### src/rtl/scl_filt_pkg.sv
package scl_filt_pkg;
  localparam int unsigned DEF_CNT_W     = 8;
  localparam int unsigned DEF_GLITCH_W  = 8;
  localparam int unsigned DEF_SYNC_STG  = 2;
endpackage

### src/rtl/scl_sync.sv
module scl_sync #(
  parameter int unsigned STAGES = scl_filt_pkg::DEF_SYNC_STG
) (
  input  logic clk_i,
  input  logic rst_ni,
  input  logic d_i,
  output logic q_o
);
  logic [STAGES-1:0] chain_q;
  logic [STAGES-1:0] chain_d;

  always_comb begin
    chain_d[0] = d_i;
  end

  for (genvar g = 1; g < STAGES; g++) begin : g_chain
    always_comb chain_d[g] = chain_q[g-1];
  end

  always_ff @(posedge clk_i or negedge rst_ni) begin
    if (!rst_ni) chain_q <= '0;
    else         chain_q <= chain_d;
  end

  assign q_o = chain_q[STAGES-1];
endmodule

### src/rtl/scl_width_qual.sv
module scl_width_qual #(
  parameter int unsigned CNT_W = scl_filt_pkg::DEF_CNT_W
) (
  input  logic             clk_i,
  input  logic             rst_ni,
  input  logic             lvl_i,
  input  logic [CNT_W-1:0] thr_i,
  output logic             clean_o,
  output logic             reject_o
);
  localparam logic [CNT_W-1:0] CNT_MAX = {CNT_W{1'b1}};
  localparam logic [CNT_W-1:0] ONE     = {{(CNT_W-1){1'b0}}, 1'b1};

  logic [CNT_W-1:0] cnt_q, cnt_d, cnt_inc, thr_eff;
  logic             out_q, out_d, en;

  always_comb begin
    thr_eff  = (thr_i == '0) ? ONE : thr_i;
    cnt_inc  = (cnt_q == CNT_MAX) ? cnt_q : cnt_q + ONE;
    cnt_d    = lvl_i ? cnt_inc : '0;
    out_d    = lvl_i && (out_q || (cnt_d >= thr_eff));
    en       = lvl_i || (cnt_q != '0) || out_q;
    reject_o = !lvl_i && (cnt_q != '0) && !out_q;
  end

  always_ff @(posedge clk_i or negedge rst_ni) begin
    if (!rst_ni) begin
      cnt_q <= '0;
      out_q <= 1'b0;
    end else if (en) begin
      cnt_q <= cnt_d;
      out_q <= out_d;
    end
  end

  assign clean_o = out_q;

  AST_OUT_NEEDS_HIGH: assert property (@(posedge clk_i) disable iff (!rst_ni)
    out_q |-> $past(lvl_i));
  AST_OUT_FALLS: assert property (@(posedge clk_i) disable iff (!rst_ni)
    (out_q && !lvl_i) |=> !out_q);
  AST_RISE_WIDTH: assert property (@(posedge clk_i) disable iff (!rst_ni)
    $rose(out_q) |-> (cnt_q >= $past(thr_eff)));
  AST_HOLD_LONG: assert property (@(posedge clk_i) disable iff (!rst_ni)
    (out_q && lvl_i) |=> out_q);
endmodule

### src/rtl/scl_glitch_cnt.sv
module scl_glitch_cnt #(
  parameter int unsigned GLITCH_W = scl_filt_pkg::DEF_GLITCH_W
) (
  input  logic                clk_i,
  input  logic                rst_ni,
  input  logic                inc_i,
  output logic [GLITCH_W-1:0] count_o
);
  localparam logic [GLITCH_W-1:0] GMAX = {GLITCH_W{1'b1}};

  logic [GLITCH_W-1:0] cnt_q, cnt_d;
  logic                en;

  always_comb begin
    en    = inc_i && (cnt_q != GMAX);
    cnt_d = cnt_q + {{(GLITCH_W-1){1'b0}}, 1'b1};
  end

  always_ff @(posedge clk_i or negedge rst_ni) begin
    if (!rst_ni)  cnt_q <= '0;
    else if (en)  cnt_q <= cnt_d;
  end

  assign count_o = cnt_q;

  AST_GLITCH_STEP: assert property (@(posedge clk_i) disable iff (!rst_ni)
    (cnt_q == $past(cnt_q)) || (cnt_q == $past(cnt_q) + 1'b1));
  AST_GLITCH_SAT: assert property (@(posedge clk_i) disable iff (!rst_ni)
    (cnt_q == GMAX) |=> (cnt_q == GMAX));
endmodule

### src/rtl/scl_pulse_filter.sv
module scl_pulse_filter #(
  parameter int unsigned CNT_W    = scl_filt_pkg::DEF_CNT_W,
  parameter int unsigned GLITCH_W = scl_filt_pkg::DEF_GLITCH_W
) (
  input  logic                clk_i,
  input  logic                rst_ni,
  input  logic                scl_raw_i,
  input  logic [CNT_W-1:0]    min_width_i,
  output logic                scl_clean_o,
  output logic [GLITCH_W-1:0] glitch_cnt_o
);
  logic scl_sync, clean, reject;

  scl_sync #(.STAGES(scl_filt_pkg::DEF_SYNC_STG)) i_sync (
    .clk_i  (clk_i),
    .rst_ni (rst_ni),
    .d_i    (scl_raw_i),
    .q_o    (scl_sync)
  );

  scl_width_qual #(.CNT_W(CNT_W)) i_qual (
    .clk_i    (clk_i),
    .rst_ni   (rst_ni),
    .lvl_i    (scl_sync),
    .thr_i    (min_width_i),
    .clean_o  (clean),
    .reject_o (reject)
  );

  scl_glitch_cnt #(.GLITCH_W(GLITCH_W)) i_gcnt (
    .clk_i   (clk_i),
    .rst_ni  (rst_ni),
    .inc_i   (reject),
    .count_o (glitch_cnt_o)
  );

  assign scl_clean_o = clean;

  AST_GLITCH_WHEN_LOW: assert property (@(posedge clk_i) disable iff (!rst_ni)
    (glitch_cnt_o != $past(glitch_cnt_o)) |-> !$past(clean));
  AST_RESET_LOW: assert property (@(posedge clk_i)
    !rst_ni |-> (!scl_clean_o && (glitch_cnt_o == '0)));
endmodule

### config.mk
export PLATFORM = sky130hd
export DESIGN_NAME = scl_pulse_filter
export DESIGN_NICKNAME = d
export VERILOG_FILES = /design/src/rtl/scl_filt_pkg.sv /design/src/rtl/scl_sync.sv /design/src/rtl/scl_width_qual.sv /design/src/rtl/scl_glitch_cnt.sv /design/src/rtl/scl_pulse_filter.sv
export SDC_FILE = /design/constraint.sdc
export NUM_CORES = 1
export LEC_CHECK = 0
export ABC_AREA = 1
export ABC_CLOCK_PERIOD_IN_PS = 2420
export BUFFER_PORTS_ARGS = -buffer_cell sky130_fd_sc_hd__buf_2
export CORE_MARGIN = 4
export CORE_UTILIZATION = 50
export CTS_CLUSTER_SIZE = 24
export DETAILED_ROUTE_END_ITERATION = 8
export PLACE_DENSITY = 0.79
export REMOVE_ABC_BUFFERS = 1
export SLEW_MARGIN = 10
export SYNTH_ARGS = -nofsm -noshare
export SYNTH_HDL_FRONTEND = slang
export SYNTH_SLANG_ARGS = --single-unit
### constraint.sdc
create_clock -name clk_i -period 2.42 [get_ports clk_i]
set_input_delay 0.121 -clock clk_i [delete_from_list [all_inputs] [get_ports clk_i]]
set_output_delay 0.121 -clock clk_i [all_outputs]
set_load 0.005 [all_outputs]
==> results.md <==
- In the global route stage, overall resource usage came out at 0.166.
- OpenSTA, run right after detailed placement, puts the worst setup slack at 0.209 ns.
- Counting every sink on the clock net gives 19.
- In the final layout, the share of cells above drive strength 1 is 0.153.
- The power per standard cell area is 645 nW/um^2.
- Detailed placement ended at an HPWL of 2.05 mm.
- The number of flip-flops and latches in the synthesized netlist is 19.
- In this run the remaining antenna-violating nets after routing total 0.
- Hold timing on the final database bottoms out at a slack of 0.278 ns.
- The slew of the pin with the lowest slew margin is 0.478 ns.
- Setup repair after global routing left no endpoint under its margin.
- The static leakage is 0.802 nW.
- At the worst endpoint, the required time is 2.62 ns.
- The largest individual stage delay along the critical path comes from the cell dfrtp_1.
- The most numerous cell in the Yosys netlist is nand2_1.
- The first-pass GRT wire length is 4.41 mm.
- The cell count after synthesis is 166.
- The largest family of logic cells by synthesized area is simple AND/OR/NAND/NOR gates.
- The clock buffer count from CTS is 3.
- The final-report hold violation count is 0.
- The run finished with clean final reports.
- The signal arrival time at the worst endpoint is 2.36 ns.
- In the synthesized netlist the dominant register cell turns out to be dfrtp_1.
- The maximum number of pins on one net before global-route repair is 20.
- The cell accounting for the most synthesized area is dfrtp_1.
- The number of port buffers is 19.
- The commonest cells after synthesis are nand2_1 (43), inv_1 (21), dfrtp_1 (19).
- TritonCTS built the clock tree.
- From bottom edge to top edge, the die measures 58.6 um.
- The minimum period implied by the final worst setup slack is 2.16 ns.
- The proportion of synthesized chip area in sequential cells is 0.372.
- Among the stages of the critical path, the cell type that occurs most often is nand2_1.
- Relative to the synthesized area, the layout overhead comes to 13.8%.
- Of the total synthesized cell area, the portion taken by AND, OR, NAND and NOR gates is 0.307.
- Of all flip-flops after synthesis, the portion carrying an async set or reset was 1.00.
- Across the VDD grid, the largest voltage drop is 0.549 mV.
- In this run the critical register-to-register path is launched from i_qual.cnt_q[2].
- The share of synthesized area in the top cell type comes to 0.372.
- The number of global-route vias before repair was 1036.
- The critical setup path kind is flop to flop.
- The max-cap check violation count is 0.
- The placer congestion estimate is 0.861.
- A synthesized cell averages 7.70 um^2.
- The clock passes through at most 2 buffers.
- In the routed design, unresolved DRC markers number 0.
- The total die area is 3430 um^2.
- Walking the worst path, the cells encountered are nand2_1, nor2_1, nand2_1, nor3_1, nor3_1, ha_1, a21o_1, nor2_1, nand4_1, nand2_1, inv_1.
- The number of cells on the worst reg-to-reg path is 11.
- On the worst path, the slowest cell contributes a delay of 0.42 ns.
- Setup violations remaining at the end of the flow were counted as 0.
- The setup clock skew after layout is 0.00758 ns.
- Clock-pin slew was measured on the worst setup and hold paths at 0.11 ns.
- The design draws 938 uW.
- The count of yosys warnings during synthesis is 0.
- The total grt overflow is 0.
- After synthesis the cells add up to 1280 um^2.
- For this configuration, the core starts out at a cell density of 0.521.
- After synthesis, the cell types taking the most area are dfrtp_1 (37%), nand2_1 (13%), ha_1 (11%).
- Of the total synthesized cell area, the portion taken by full adders, half adders and majority gates is 0.108.
- After the first detailed-routing iteration, the DRC count stood at 67.
- The kind of start point of the critical path is a flop.
- Of the total synthesized cell area, the portion taken by XOR and XNOR cells is 0.0548.
- The cell family with the largest share of critical-path delay is simple AND/OR/NAND/NOR gates.
- The number of different library cells in the post-synthesis netlist is 25.
- After detailed routing, the average wire length per cell comes to 11.9 um.
- The total detailed-routing wirelength is 2.61 mm.
- The total inserted antenna cells is 0.
- The worst slew margin relative to its limit is 0.681.
- For the final routed database, the setup TNS stands at 0 ns.
- Fill cells in the final layout number 229.
- The largest driver fanout on the critical path is 5.
- The detailed-router iteration count before antenna repair is 5.
- The floorplan has 18 rows.
- Yosys mapped a number of flops with a built-in enable equal to 0.
- The number of buffers and inverters on the critical path is 1.
- The worst-case register-to-register setup slack is 0.26 ns.
- For this design the top-level I/O count stands at 20.
- The final number of max-transition violations is 0.
- The multiplexer share of the synthesized area is 0.
- The net total in the final layout is 213.
- The share of the clock period used by the worst path is 0.892.
- The nature of the critical path endpoint is a flop.
- The die is 58.6 um wide.
- The final setup slack of the worst path is 0.262 ns.
- The standard cell core area is 2450 um^2.
- The worst register-to-register path ends at i_qual.clean_o.
- The area fraction in compound gates after synthesis is 0.0822.
- The depth of the CTS H-tree is 1.
- The clock reaches the later pin of the worst-skew pair after 0.29 ns.
- The tree is rooted in a clkbuf_4.
- The initial antenna violation count is 0.
- In this run the worst hold path is classified as primary input to async pin.
- The total number of vias is 1152.
- For this run, the top clock speed supported by timing is 463 MHz.
- Using the TritonRoute via totals, the vias-per-cell ratio works out to 5.24.
-- stage by stage --
stage	utilization	instance area [um^2]	std cells
floorplan	-	1260	164
global placement	0.569	1400	213
detailed placement	0.569	1400	213
CTS	0.588	1440	219
global route	0.593	1460	220
finish	0.593	1460	220
-- timing repair --
item / 4_1_cts / 5_1_grt
setup endpoints to repair: 0 / 1
resized for setup: 0 / 1
setup buffers: 0 / 1
endpoints found under the hold margin: 20 / 0
hold buffers: 2 / 0
-- where the power goes --
part | leakage, nW | internal [mW] | total, mW | switching (mW)
clock network | 0.0150 | 0.0641 | 0.159 | 0.0948
logic | 0.535 | 0.151 | 0.350 | 0.200
registers | 0.252 | 0.371 | 0.429 | 0.0585
total | 0.802 | 0.585 | 0.938 | 0.353
-- routing by layer --
layer / share of wire / GRT usage
met4: 0.014 / 0.0647
met2: 0.50 / 0.278
met3: 0.043 / 0.0285
met1: 0.44 / 0.215
met5: 0 / 0
-- worst max-delay path by stage --
stage                    start             end  slack (ns)  depth (start not counted)
6_report       i_qual.cnt_q[2]  i_qual.clean_o        0.26                         11
5_1_grt        i_qual.cnt_q[1]  i_qual.clean_o        0.02                         16
4_1_cts        i_qual.cnt_q[0]  i_qual.clean_o        0.20                         16
3_5_place_dp   i_qual.cnt_q[0]  i_qual.clean_o        0.21                         16
3_3_place_gp   i_qual.cnt_q[0]  i_qual.clean_o        0.31                         16
2_1_floorplan  i_qual.cnt_q[0]  i_qual.clean_o        0.41                         16
-- cell families after synthesis --
group | count (synthesis)
flops | 19
xor+xnor | 8
compound gates | 19
simple gates | 85
buf+inv | 24
fa+ha+maj | 11
-- area by class of cell --
type / instances / area (um^2) / share of cell area
Tap cell: 30 / 37.5 / 0.0258
Inverter: 22 / 82.6 / 0.0567
Sequential cell: 19 / 475 / 0.327
Multi-Input combinational cell: 123 / 711 / 0.488
Clock buffer: 4 / 26.3 / 0.0181
Timing Repair Buffer: 22 / 123 / 0.0843
-- registers in the layout (all words and copies together), names as in the netlist --
signal,count
i_gcnt.count_o,8
i_sync.chain_q,2
i_qual.clean_o,1
i_qual.cnt_q,8
-- placed cells by master (no fill, tap or decap), drive strengths merged --
cell	synthesis	final
a21o	1	1
a21oi	10	10
a31o	1	1
a31oi	3	3
buf	1	20
clkbuf	1	4
clkinv	1	1
dfrtp	19	19
dlygate4sd3	0	2
ha	11	11
inv	21	21
nand2	45	45
nand3	17	17
nand3b	1	1
nand4	2	2
nor2	14	14
nor3	5	5
o21ai	4	4
or2	1	1
xnor2	4	4
xor2	4	4
Power figures use the tool's default switching activity.
